## src/rtl/sym_phase_pkg.sv

```systemverilog
package sym_phase_pkg;

  localparam int SYM_W     = 2;
  localparam int PAIRS     = 2;
  localparam int LANES     = 2 * PAIRS;
  localparam int PAIR_IDXW = (PAIRS > 1) ? $clog2(PAIRS) : 1;

  // Strobes that the control half hands to the datapath each cycle
  typedef struct packed {
    logic             clrAll;   // return to idle: wipe lanes and output
    logic [PAIRS-1:0] loadPair; // which lane pair takes the current symbol
    logic             wrLo;     // also write the second bit of the pair
    logic             emit;     // present the assembled word this edge
  } ctrlStrobes_t;

  // First bit of a pair: set for the two lower symbol values
  function automatic logic hiBitOf(input logic [SYM_W-1:0] s);
    return (s < 2);
  endfunction

  // Second bit of a pair: Gray-style, set for the outer values 0 and 3
  function automatic logic loBitOf(input logic [SYM_W-1:0] s);
    return (s == 2'd0) || (s == 2'd3);
  endfunction

endpackage

```

## src/rtl/sym_phase_ctrl.sv

```systemverilog
module sym_phase_ctrl
  import sym_phase_pkg::*;
(
  input  logic         clk,
  input  logic         rstN,
  input  logic         rateDouble,
  input  logic         fourLevel,
  input  logic         frameStart,
  input  logic         frameIdle,
  input  logic         symValid,
  output ctrlStrobes_t strobes
);

  logic pairToggle;     // 1: next symbol goes to the second pair
  logic toggleEff;      // toggle as seen this cycle after a start clear
  logic accept;
  logic [PAIR_IDXW-1:0] pairSel;
  logic toggleNext;

  assign accept    = symValid && !frameIdle;
  assign toggleEff = frameStart ? 1'b0 : pairToggle;
  assign pairSel   = rateDouble ? PAIR_IDXW'(toggleEff) : '0;

  always_comb begin
    strobes          = '0;
    strobes.clrAll   = frameIdle;
    strobes.wrLo     = fourLevel;
    for (int p = 0; p < PAIRS; p++) begin
      strobes.loadPair[p] = accept && (pairSel == PAIR_IDXW'(p));
    end
    strobes.emit     = accept && (!rateDouble || toggleEff);
  end

  always_comb begin
    toggleNext = toggleEff;
    if (frameIdle) begin
      toggleNext = 1'b0;
    end else if (accept) begin
      toggleNext = rateDouble ? !toggleEff : 1'b0;
    end
  end

  always_ff @(posedge clk) begin
    if (!rstN) begin
      pairToggle <= 1'b0;
    end else begin
      pairToggle <= toggleNext;
    end
  end

endmodule

```

## src/rtl/sym_phase_dp.sv

```systemverilog
module sym_phase_dp
  import sym_phase_pkg::*;
(
  input  logic             clk,
  input  logic             rstN,
  input  ctrlStrobes_t     strobes,
  input  logic [SYM_W-1:0] symIn,
  output logic             wordValid,
  output logic [LANES-1:0] phaseWord
);

  logic symHi;
  logic symLo;
  logic [LANES-1:0] laneReg;
  logic [LANES-1:0] laneNext;

  assign symHi = hiBitOf(symIn);
  assign symLo = loBitOf(symIn);

  // One register pair per lane pair; even lane = first bit, odd = second
  for (genvar p = 0; p < PAIRS; p++) begin : g_pair
    always_comb begin
      laneNext[2*p]   = laneReg[2*p];
      laneNext[2*p+1] = laneReg[2*p+1];
      if (strobes.loadPair[p]) begin
        laneNext[2*p] = symHi;
        if (strobes.wrLo) begin
          laneNext[2*p+1] = symLo;
        end
      end
    end

    always_ff @(posedge clk) begin
      if (!rstN || strobes.clrAll) begin
        laneReg[2*p]   <= 1'b0;
        laneReg[2*p+1] <= 1'b0;
      end else begin
        laneReg[2*p]   <= laneNext[2*p];
        laneReg[2*p+1] <= laneNext[2*p+1];
      end
    end
  end

  always_ff @(posedge clk) begin
    if (!rstN || strobes.clrAll) begin
      wordValid <= 1'b0;
      phaseWord <= '0;
    end else begin
      wordValid <= strobes.emit;
      if (strobes.emit) begin
        phaseWord <= laneNext;
      end
    end
  end

endmodule

```

## src/rtl/sym_phase_demux.sv

```systemverilog
module sym_phase_demux
  import sym_phase_pkg::*;
(
  input  logic       clk,
  input  logic       rstN,
  input  logic       rateDouble,
  input  logic       fourLevel,
  input  logic       frameStart,
  input  logic       frameIdle,
  input  logic       symValid,
  input  logic [1:0] symIn,
  output logic       wordValid,
  output logic [3:0] phaseWord
);

  ctrlStrobes_t strobes;

  sym_phase_ctrl u_ctrl (
    .clk        (clk),
    .rstN       (rstN),
    .rateDouble (rateDouble),
    .fourLevel  (fourLevel),
    .frameStart (frameStart),
    .frameIdle  (frameIdle),
    .symValid   (symValid),
    .strobes    (strobes)
  );

  sym_phase_dp u_dp (
    .clk       (clk),
    .rstN      (rstN),
    .strobes   (strobes),
    .symIn     (symIn),
    .wordValid (wordValid),
    .phaseWord (phaseWord)
  );

endmodule

```

## config.mk

```make
export PLATFORM = sky130hd
export DESIGN_NAME = sym_phase_demux
export DESIGN_NICKNAME = d
export VERILOG_FILES = /design/src/rtl/sym_phase_pkg.sv /design/src/rtl/sym_phase_ctrl.sv /design/src/rtl/sym_phase_dp.sv /design/src/rtl/sym_phase_demux.sv
export SDC_FILE = /design/constraint.sdc
export NUM_CORES = 1
export LEC_CHECK = 0
export BUFFER_PORTS_ARGS = -buffer_cell sky130_fd_sc_hd__buf_4
export CELL_PAD_IN_SITES_DETAIL_PLACEMENT = 1
export CELL_PAD_IN_SITES_GLOBAL_PLACEMENT = 2
export CORE_MARGIN = 3
export CORE_UTILIZATION = 28
export CTS_BUF_LIST = sky130_fd_sc_hd__clkbuf_8 sky130_fd_sc_hd__clkbuf_16
export DETAILED_ROUTE_END_ITERATION = 8
export PLACE_DENSITY = 0.8
export SETUP_SLACK_MARGIN = 0.05
export SYNTH_ARGS = -nofsm -noshare
export SYNTH_HDL_FRONTEND = slang
export SYNTH_SLANG_ARGS = --single-unit
```

## constraint.sdc

```tcl
create_clock -name clk -period 1.7 [get_ports clk]
set_input_delay 0.085 -clock clk [delete_from_list [all_inputs] [get_ports clk]]
set_output_delay 0.085 -clock clk [all_outputs]
set_load 0.005 [all_outputs]
```

==> impl_metrics.py <==
metrics = {
    "global_route": {
        "grt_pass1_vias": 350,
        "groute.usage.overall": 0.121,
        "grt_antenna_before_repair": 0,
        "globalRoute.totalOverflow": 0,
        "grt_pass1_wl_um": 1660,
        "grt_start_max_net_pins": 10,
    },
    "power_and_ir_drop": {
        "irDropWorstVdd_uv": 511,
        "leakage_power_nw": 0.284,
        "power-per-cell-area_nw_per_um2": 957,
    },
    "detailed_routing": {
        "wl_um": 986,
        "avgRoutedWirePerCell_um": 12.0,
        "drt_pre_antenna_iters": 4,
        "dr.first_iter.drc_count": 2,
        "num_vias": 400,
        "vias_per_cell": 4.88,
        "ant_nets": 0,
        "detail_route.drc_violations": 0,
    },
    "clock_network": {
        "clk_path_buf_depth": 2,
        "register_clock_pin_slew_on_the_reported_worst_setup_and_hold_paths_ps": 50,
        "cts.htree.levels": 1,
        "cts_inserted_buffers": 3,
        "clock_tree_from_tritoncts": "yes",
        "holdBufCountCts": 0,
        "clkSinkCount": 10,
        "cts_root_buffer": "clkbuf_8",
        "post_cts_resize_count": 0,
        "worstSkewPairLatency_ps": 230,
        "cts_setup_buffers": 0,
    },
    "flow_run": {
        "maxCapViolCount": 0,
    },
    "yosys": {
        "mappedNetlistNets": 60,
        "yosys_register_bits": 10,
        "synthDominantAreaCellType": "dfxtp_1",
        "per_instance_average_area_after_synthesis_um2": 8.71,
        "postSynthCellCount": 51,
        "ys_top_cells_by_area": "dfxtp_1 45%, a21oi_1 5.6%, nand2_1 5.1%",
        "synth.yosys.seq_area_share": 0.451,
        "number_of_synthesis_warnings": 0,
        "area_share_of_the_largest_cell_type_after_synthesis": 0.451,
        "cell_variety_after_synth": 22,
        "synth_area_um2": 444,
    },
    "floorplanning": {
        "floorplan.io_pins": 14,
        "die-area_um2": 2100,
        "initial_standard_cell_utilization_of_the_core": 0.318,
        "coreArea_um2": 1400,
        "die-width_um": 45.8,
        "floorplan.die.height_um": 45.8,
        "placement_rows": 13,
    },
    "setup_path": {
        "worstSetupPathType": "reg -> reg",
        "worst-path-stages": 4,
        "timing.critical_path.from_type": "flip-flop",
        "ff2ff_path_depth": 4,
        "critPathMaxFanout": 5,
        "cp.required_ps": 1880,
        "cpPeakStageDelay_ps": 310,
        "timing.critical_path.buf_inv": 0,
        "endpoint_kind": "flip-flop",
        "worstPathArrival_ps": 1300,
        "timing.critical_path.slowest_stage_cell": "dfxtp_1",
        "family_with_the_most_delay_on_the_worst_path": "simple AND/OR/NAND/NOR gates",
        "worstPathCellList": "and2b_2 > nand4_1 > mux2i_1 > o22a_1",
    },
    "timing": {
        "final.period_utilization": 0.658,
        "fin_skew_ps": 3.36,
        "relSlewSlack": 0.833,
        "setup_violations": 0,
        "final-hold-violation-count": 0,
        "maxSlewViolCount": 0,
        "setup_tns_ps": 0,
        "period_needed_ps": 1120,
        "timing_worst_slew_pin_value_ps": 248,
        "unrepaired_setup_endpoints_after_global_routing": "false",
        "fmax_mhz": 894,
    },
    "placement": {
        "gp_routability_congestion": 0.774,
        "place.detailed.hpwl_um": 804,
        "portBuffers": 13,
    },
    "finish": {
        "area_growth_pct": 36.9,
        "antenna-diode-count": 0,
        "multi_input_area_um2": 233,
        "nFillCells": 180,
        "post_route_cells_drive_above_1_share": 0.284,
        "sequential_cell_area_um2": 200,
        "final_net_count": 77,
        "finish.utilization": 0.435,
    },
    "run_status": {
        "result_of_the_run": "finished, final reports clean",
    },
    "hold_path": {
        "hold-path-cell-count": 2,
        "hp-class": "in -> reg",
    },
}
report_power, final:
part           switching (mW)  leakage, nW  internal, mW  total [mW]
logic                  0.0249        0.174        0.0265      0.0514
clock network          0.0865       0.0288         0.203       0.289
registers             0.00184       0.0810         0.240       0.241
total                   0.113        0.284         0.469       0.582
worst register-to-register path, stage by stage, from the launching register on:
cell and delay (ps):
dfxtp_1 310, and2b_2 220, nand4_1 110, mux2i_1 260, o22a_1 150
cell usage in the layout, fill, tap and decap left out, types with 2 or more instances in the layout:
cell       n
and2b_2    2
nor2_1     4
mux2i_1    2
a211oi_1   2
o21ai_0    3
nand2b_1   3
dfxtp_1   10
clkbuf_8   4
o22a_1     2
buf_4     13
nand2_1    6
a21oi_1    5
sequential cells by signal, summed over array words and instances, names as in the netlist:
name / cells
u_ctrl.pairToggle: 1
u_dp.laneReg: 4
u_dp.phaseWord: 4
u_dp.wordValid: 1
Yosys cell counts:
master    instances
and3_1            1
nand3b_1          1
a21oi_1           5
nand2_1           6
inv_1             1
o21a_1            1
nand4_1           1
xnor2_1           1
a211oi_1          2
dfxtp_1          10
nand3_1           1
buf_4             1
and2b_1           1
nor2b_1           1
mux2i_1           2
o21ai_0           3
nor3_1            1
and2_1            1
o22a_1            2
nand2b_1          3
nor2_1            4
and2b_2           2
logic make-up after synthesis:
kind of cell,after synthesis,share of synthesized area
buffers and inverters,2,0.0254
and+or+nand+nor,23,0.279
DFF,10,0.451
muxes,2,0.0451
xor gates and xnor gates,1,0.0197
AOI/OAI and AO/OA,13,0.180
stage by stage:
stage	hold slack [ps]	cell area (um2)	total power [mW]	setup slack, ps	std cells
floorplan	181	444	0.272	711	51
global placement	312	553	0.297	571	78
detailed placement	312	553	0.297	565	78
CTS	66.1	608	0.596	557	82
global route	67.2	608	0.618	465	82
finish	71.0	608	0.582	582	82
cell type report:
class,instances,area share
Timing Repair Buffer,13,0.160
Multi-Input combinational cell,39,0.383
Tap cell,15,0.0309
Sequential cell,10,0.329
Clock buffer,4,0.0905
Inverter,1,0.00617
metal layers:
metal	GRT usage	share of wire	wire length, um	up-vias
met2	0.142	0.43	424	12
met1	0.158	0.47	465	175
met3	0.0711	0.080	79	4
met4	0.0852	0.017	17	0
met5	0	0	0	-
li1	-	-	-	209
worst paths after layout:
| path | startpoint | slack (ps) | endpoint |
|---|---|---|---|
| worst min-delay path | rstN | 70 | u_dp.wordValid |
| worst max-delay path | u_ctrl.pairToggle | 580 | u_dp.phaseWord[3] |
| worst min register to register | u_dp.phaseWord[2] | 450 | u_dp.phaseWord[2] |
| worst max register to register | u_ctrl.pairToggle | 580 | u_dp.phaseWord[3] |
Power figures use the tool's default switching activity.
